[src/rtl/shmul_pkg.sv]
package shmul_pkg;
  typedef enum logic [0:0] {
    PH_IDLE = 1'b0,
    PH_RUN  = 1'b1
  } phase_e;
endpackage

[src/rtl/shmul_step.sv]
module shmul_step #(
  parameter int WIDTH = 8
) (
  input  logic [WIDTH-1:0] hi_cur,
  input  logic [WIDTH-1:0] lo_cur,
  input  logic [WIDTH-1:0] addend,
  input  logic             add_en,
  output logic [WIDTH-1:0] hi_nxt,
  output logic [WIDTH-1:0] lo_nxt
);
  localparam int SUM_W = WIDTH + 1;

  logic [SUM_W-1:0] sum;

  always_comb begin
    sum = {1'b0, hi_cur};
    if (add_en) sum = sum + {1'b0, addend};
    // shift right across carry, high half and low half
    hi_nxt = sum[SUM_W-1:1];
    lo_nxt = {sum[0], lo_cur[WIDTH-1:1]};
  end
endmodule

[src/rtl/shmul_ctrl.sv]
module shmul_ctrl
  import shmul_pkg::*;
#(
  parameter int WIDTH = 8
) (
  input  logic clk,
  input  logic rst,
  input  logic start,
  output logic load,
  output logic step,
  output logic busy,
  output logic done
);
  localparam int CNT_W = $clog2(WIDTH + 1);
  localparam logic [CNT_W-1:0] LAST = CNT_W'(WIDTH - 1);

  phase_e           phase_q;
  logic [CNT_W-1:0] cnt_q;
  logic             done_q;

  assign load = start && (phase_q == PH_IDLE);
  assign step = (phase_q == PH_RUN);
  assign busy = (phase_q == PH_RUN);
  assign done = done_q;

  always_ff @(posedge clk) begin
    if (rst) begin
      phase_q <= PH_IDLE;
      cnt_q   <= '0;
      done_q  <= 1'b0;
    end else begin
      done_q <= 1'b0;
      if (load) begin
        phase_q <= PH_RUN;
        cnt_q   <= '0;
      end else if (step) begin
        cnt_q <= cnt_q + 1'b1;
        if (cnt_q == LAST) begin
          phase_q <= PH_IDLE;
          done_q  <= 1'b1;
        end
      end
    end
  end

  // done never lasts two cycles
  a_r8_done_single: assert property (@(posedge clk) disable iff (rst)
    done |=> !done);
  // a request during a run does not restart the counter phase
  a_r5_no_reload: assert property (@(posedge clk) disable iff (rst)
    (busy && start) |-> !load);
endmodule

[src/rtl/shmul_datapath.sv]
module shmul_datapath #(
  parameter int WIDTH = 8
) (
  input  logic             clk,
  input  logic             rst,
  input  logic             load,
  input  logic             step,
  input  logic [WIDTH-1:0] mcand,
  input  logic [WIDTH-1:0] mplier,
  output logic [WIDTH-1:0] hi,
  output logic [WIDTH-1:0] lo
);
  logic [WIDTH-1:0] mcand_q, mplier_q, hi_q, lo_q;
  logic [WIDTH-1:0] hi_nxt, lo_nxt;

  shmul_step #(.WIDTH(WIDTH)) u_step (
    .hi_cur (hi_q),
    .lo_cur (lo_q),
    .addend (mcand_q),
    .add_en (mplier_q[0]),
    .hi_nxt (hi_nxt),
    .lo_nxt (lo_nxt)
  );

  always_ff @(posedge clk) begin
    if (rst) begin
      mcand_q  <= '0;
      mplier_q <= '0;
      hi_q     <= '0;
      lo_q     <= '0;
    end else if (load) begin
      mcand_q  <= mcand;
      mplier_q <= mplier;
      hi_q     <= '0;
      lo_q     <= '0;
    end else if (step) begin
      mplier_q <= mplier_q >> 1;
      hi_q     <= hi_nxt;
      lo_q     <= lo_nxt;
    end
  end

  assign hi = hi_q;
  assign lo = lo_q;

  // acceptance clears both halves
  a_r7_clear: assert property (@(posedge clk) disable iff (rst)
    load |=> (hi == '0 && lo == '0));
  // captured multiplicand is untouched while stepping
  a_r5_operand_kept: assert property (@(posedge clk) disable iff (rst)
    step |=> $stable(mcand_q));
  // idle product holds
  a_r6_idle_hold: assert property (@(posedge clk) disable iff (rst)
    (!load && !step) |=> ($stable(hi) && $stable(lo)));
endmodule

[src/rtl/shmul_top.sv]
module shmul_top #(
  parameter int WIDTH = 8
) (
  input  logic             clk,
  input  logic             rst,
  input  logic             start,
  input  logic [WIDTH-1:0] mcand,
  input  logic [WIDTH-1:0] mplier,
  output logic             busy,
  output logic             done,
  output logic [WIDTH-1:0] prod_hi,
  output logic [WIDTH-1:0] prod_lo
);
  localparam int LEN_W = $clog2(WIDTH + 1) + 1;

  logic load, step;

  shmul_ctrl #(.WIDTH(WIDTH)) u_ctrl (
    .clk   (clk),
    .rst   (rst),
    .start (start),
    .load  (load),
    .step  (step),
    .busy  (busy),
    .done  (done)
  );

  shmul_datapath #(.WIDTH(WIDTH)) u_dp (
    .clk    (clk),
    .rst    (rst),
    .load   (load),
    .step   (step),
    .mcand  (mcand),
    .mplier (mplier),
    .hi     (prod_hi),
    .lo     (prod_lo)
  );

  // run-length watch for the busy window
  logic [LEN_W-1:0] run_len;
  always_ff @(posedge clk) begin
    if (rst)       run_len <= '0;
    else if (busy) run_len <= run_len + 1'b1;
    else           run_len <= '0;
  end

  // an idle request starts a run
  a_r2_accept: assert property (@(posedge clk) disable iff (rst)
    (start && !busy) |=> busy);
  // busy lasts exactly WIDTH cycles
  a_r3_run_len: assert property (@(posedge clk) disable iff (rst)
    $fell(busy) |-> (run_len == LEN_W'(WIDTH)));
  // done marks the end of a run
  a_r8_done_at_fall: assert property (@(posedge clk) disable iff (rst)
    done |-> $fell(busy));
endmodule

[config.mk]
export PLATFORM = sky130hd
export DESIGN_NAME = shmul_top
export DESIGN_NICKNAME = d
export VERILOG_FILES = /design/src/rtl/shmul_pkg.sv /design/src/rtl/shmul_step.sv /design/src/rtl/shmul_ctrl.sv /design/src/rtl/shmul_datapath.sv /design/src/rtl/shmul_top.sv
export SDC_FILE = /design/constraint.sdc
export NUM_CORES = 1
export LEC_CHECK = 0
export ABC_CLOCK_PERIOD_IN_PS = 3000
export BUFFER_PORTS_ARGS = -buffer_cell sky130_fd_sc_hd__buf_2
export CORE_UTILIZATION = 55
export CTS_CLUSTER_DIAMETER = 80
export DETAILED_ROUTE_END_ITERATION = 7
export PLACE_DENSITY_LB_ADDON = 0.15
export SYNTH_ARGS = -nofsm -noshare
export SYNTH_HDL_FRONTEND = slang
export SYNTH_SLANG_ARGS = --single-unit
[constraint.sdc]
create_clock -name clk -period 3 [get_ports clk]
set_input_delay 0.6 -clock clk [delete_from_list [all_inputs] [get_ports clk]]
set_output_delay 0.6 -clock clk [all_outputs]
set_load 0.02 [all_outputs]
# Yosys cells after proc, flatten, opt, wreduce, memory -nomap -nowiden
# Cells that the tools add are included.
# classes
n_addsub,2
n_eq_ne,1
mux,7
bitwise_logic,1
n_reduce_logical,4
# ops
operator,count
two-way mux 8 bit,2
adder 8 x 8 -> 9 bit,1
two-way mux 9 bit,1
adder 4 x 1 -> 4 bit (second input constant),1
equality test 4 x 3 -> 1 bit (second input constant),1
two-way mux 1 bit,4
OR reduction 3 bit,1
nonzero test 2 bit,1
OR reduction 2 bit,1
logical AND 1 bit,1
inverter 1 bit,1
# totals
regBits,38
out_inout_bits,18

# Longest topological paths before layout
# depth
ltp_word,4
mapped_depth,7
mapped_depth_nobuf,7

# Hierarchy
# From an unflattened synthesis, not the netlist that was laid out.
# hier_totals
cells_unflattened,216
hier_area_um2,2089.5
# by_module_without_submodules
module,n_inst,cells_each,area_per_inst_um2
shmul_datapath,1,115,1276.2
shmul_step,1,72,535.5
shmul_ctrl,1,29,277.8

# Worst setup path after synthesis
# No wires, ideal clock.
# synth_path
path_kind,register -> register
from,"register u_dp.hi_q[0], in the netlist u_dp.hi[0]"
to,"register u_dp.hi_q[3], in the netlist u_dp.hi[3]"
setup_ps,88
arrival_time_ps,1895
required_ps,2912
slack_ps,1017
stages_incl_launch_ff,8
n_path_buf,0
period_less_slack_ps,1983
path_cell_list,dfxtp_1 ha_1 inv_1 fa_1 and2b_2 o22ai_2 mux2_4 a311oi_2
# synth_via
elab_chain_len,2
# synth_rtl
item,line,rtl
"start, declared",shmul_datapath.sv:13,"logic [WIDTH-1:0] mcand_q, mplier_q, hi_q, lo_q;"
"start signal, assigned",shmul_datapath.sv:38,hi_q <= hi_nxt;
adder 8 x 8 -> 9 bit,shmul_step.sv:17,"if (add_en) sum = sum + {1'b0, addend};"
two-way mux 9 bit,shmul_step.sv:17,
# No other way between the ends.
# A chain may end at the register's enable or synchronous reset.

# Worst setup path after layout
# Ends and elaborated chain as after synthesis.

==> flow_summary.ini <==
[routing]
remaining_drc_errors = 0
routed-via-count = 1583
wirelength_um = 3675
antenna_left = 0
drtPass1Iterations = 4
drt-wirelength-per-cell_um = 12.46
drt_iter0_markers = 66
post_drt_via_cell_ratio = 5.366

[critical_path]
crit_chain = ha_1 -> inv_1 -> fa_1 -> and2b_2 -> o22ai_2 -> mux2_4 -> a311oi_2
critPathCaptureType = flop
rr_worst_depth = 7
max_stage_delay_ps = 390
worstPathMaxFanout = 4
reg2reg_setup_slack_ps = 1070
cp_data_arrival_time_ps = 2210
worst_setup_path_start_kind = flop
crit_required_ps = 3270
path_buf_inv = 1
crit_slowest_cell = sky130_fd_sc_hd__dfxtp_1
worst_path_dominant_cell_family = adder cells
critical_path_depth = 7
worstSetupPathType = reg -> reg

[yosys]
synth_ff_type = sky130_fd_sc_hd__dfxtp_1
postSynthNetCount = 254
synth_async_sr_flop_share_pct = 0
seq_area_frac_synth_pct = 38.73
syn_avg_cell_area_um2 = 8.731
synthCells = 225
synth.yosys.warnings = 0
synthDistinctLibCells = 42
mappedNetlistArea_um2 = 1964
ys_seq_elements = 38
synth_enable_flop_cells = 0

[sta]
fin_clk_skew_ps = 14.38
finalWorstPathRequiredPeriod_ps = 1932
final_setup_vio_count = 0
maxSlewHeadroom_pct = 58.47
worstMarginPinSlew_ps = 621.7
final-hold-violation-count = 0
timing.setup.tns_ps = 0
finalHoldWorstSlack_ps = 470.3
timing_max_transition_violations_final = 0
rsz_0062_raised_after_global_routing = no
fmax_ghz = 0.5177
final_min_period_over_clock_period_pct = 64.39

[power]
power.density_cell_area_nw_per_um2 = 451.0
irDropWorstVdd_uv = 375.1
p_leak_nw = 0.9451
power.total_mw = 0.9632

[clock_network]
cts_tree = yes
clock_tree.buffer_depth = 2
cts.sink_count = 38
cts_resized = 0
insertion_delay_ps = 350
cts_inserted_buffers = 5
root_buffer = sky130_fd_sc_hd__clkbuf_4
post_cts_setup_bufs = 0
h-tree-depth = 2
post_cts_hold_buffer_count = 0
clk_transition_reported_paths_ps = 120

[global_route]
grt_overflow = 0
first_global_vias = 1401
grt.total_usage_pct = 22.13
grt_antenna_before_repair = 0
grt_pass1_wl_um = 6058
pin_count_of_the_biggest_net_entering_global_routing = 35

[place]
dp_cells = 287
dpl.hpwl_um = 2596
port-buffer-count = 36
routabilityCongestion = 0.7754

[floorplan]
die-width_um = 61.76
die-area_um2 = 3814
num_rows = 21
core_region_area_um2 = 3390
die-height_um = 61.76
io_pins = 37
effective_utilization_at_floorplan_pct = 57.95

[worst_hold_path]
min_path_type = reg -> reg
whs_path_depth = 2

[run]
max_cap_viol_count = 0

[final_layout]
layout-drive-gt1-share_pct = 21.69
final_common_cell = sky130_fd_sc_hd__dfxtp_1
mostFrequentLayoutCells = sky130_fd_sc_hd__dfxtp_1, sky130_fd_sc_hd__buf_2, sky130_fd_sc_hd__nor2_1
multiInputGateArea_um2 = 1050
final_nets = 277
layout.cells.non_filler = 295
num_antenna_cells = 0
nFillCells = 315
layout.area.seq_um2 = 762.0
area_growth_pct = 8.726

[run_status]
outcome = finished, final reports clean
## per-stage QoR
step                      util (%)  setup slack (ps)  area, um^2
final                        63.01              1068        2136
after global routing         63.01             968.7        2136
after CTS                    63.01              1062        2136
after detailed placement     61.13              1063        2072
after global placement       61.13              1128        2072
after floorplan                  -              1017        1964
## final timing paths
kind                        start         endpoint
setup / recovery       u_dp.hi[0]       u_dp.hi[3]
setup reg to reg       u_dp.hi[0]       u_dp.hi[3]
hold / removal    u_dp.mcand_q[7]  u_dp.mcand_q[7]
hold reg to reg   u_dp.mcand_q[7]  u_dp.mcand_q[7]
## cell families after synthesis
| logic type | share of synthesized area (%) |
|---|---|
| fa+ha+maj | 6.752 |
| simple gates | 19.68 |
| flops | 38.73 |
| xor+xnor | 1.784 |
| compound gates | 15.29 |
| mux | 9.936 |
| buf+inv | 7.833 |
## layer usage
metal	part of all wire, %	vias to the layer above	GRT usage (%)
met4	0.82	0	8.254
met3	3.3	5	7.660
met2	48	23	36.87
met5	0	-	0
li1	-	822	-
met1	48	733	26.38
## state kept, by name, indices dropped and copies added, names as in the netlist
signal	flops
u_ctrl.busy	1
u_ctrl.cnt_q	4
u_ctrl.done	1
u_dp.hi	8
u_dp.lo	8
u_dp.mcand_q	8
u_dp.mplier_q	8
## worst min-delay path, cell delays in order (launching register included)
cell and delay (ps):
sky130_fd_sc_hd__dfxtp_1 330, sky130_fd_sc_hd__nand2_1 50, sky130_fd_sc_hd__a21oi_1 50
## synthesized netlist by cell type, types with 2 or more instances
library cell	count	area share [%]
sky130_fd_sc_hd__nand2b_1	5	1.6
sky130_fd_sc_hd__and2b_2	2	0.89
sky130_fd_sc_hd__buf_2	9	2.3
sky130_fd_sc_hd__nor3_1	3	0.76
sky130_fd_sc_hd__a41o_1	2	1.0
sky130_fd_sc_hd__nor2_1	35	6.7
sky130_fd_sc_hd__nand2b_2	2	0.89
sky130_fd_sc_hd__nand2_1	23	4.4
sky130_fd_sc_hd__a21oi_1	26	6.6
sky130_fd_sc_hd__nor2b_1	2	0.64
sky130_fd_sc_hd__nand3_1	5	1.3
sky130_fd_sc_hd__buf_4	7	2.7
sky130_fd_sc_hd__o211ai_1	3	1.1
sky130_fd_sc_hd__nand3b_1	2	0.76
sky130_fd_sc_hd__inv_1	4	0.76
sky130_fd_sc_hd__buf_6	3	1.7
sky130_fd_sc_hd__a211oi_1	3	1.1
sky130_fd_sc_hd__mux2i_1	18	9.2
sky130_fd_sc_hd__ha_1	9	5.7
sky130_fd_sc_hd__dfxtp_1	38	39
sky130_fd_sc_hd__xor2_1	3	1.3
## power breakdown
group          internal (mW)  switching [mW]
clock                  0.113           0.171
combinational         0.0552          0.0777
sequential             0.525          0.0215
total                  0.693           0.271
## layout make-up
| cell class | count | share of cell area (%) |
|---|---|---|
| inverters | 4 | 0.7030 |
| clock buffers | 6 | 2.402 |
| clock inverters | 2 | 0.5858 |
| flip-flops and latches | 38 | 35.68 |
| multi-input cells | 162 | 49.15 |
| repair buffers | 37 | 8.787 |
| well taps | 46 | 2.695 |
Power figures use the tool's default switching activity.
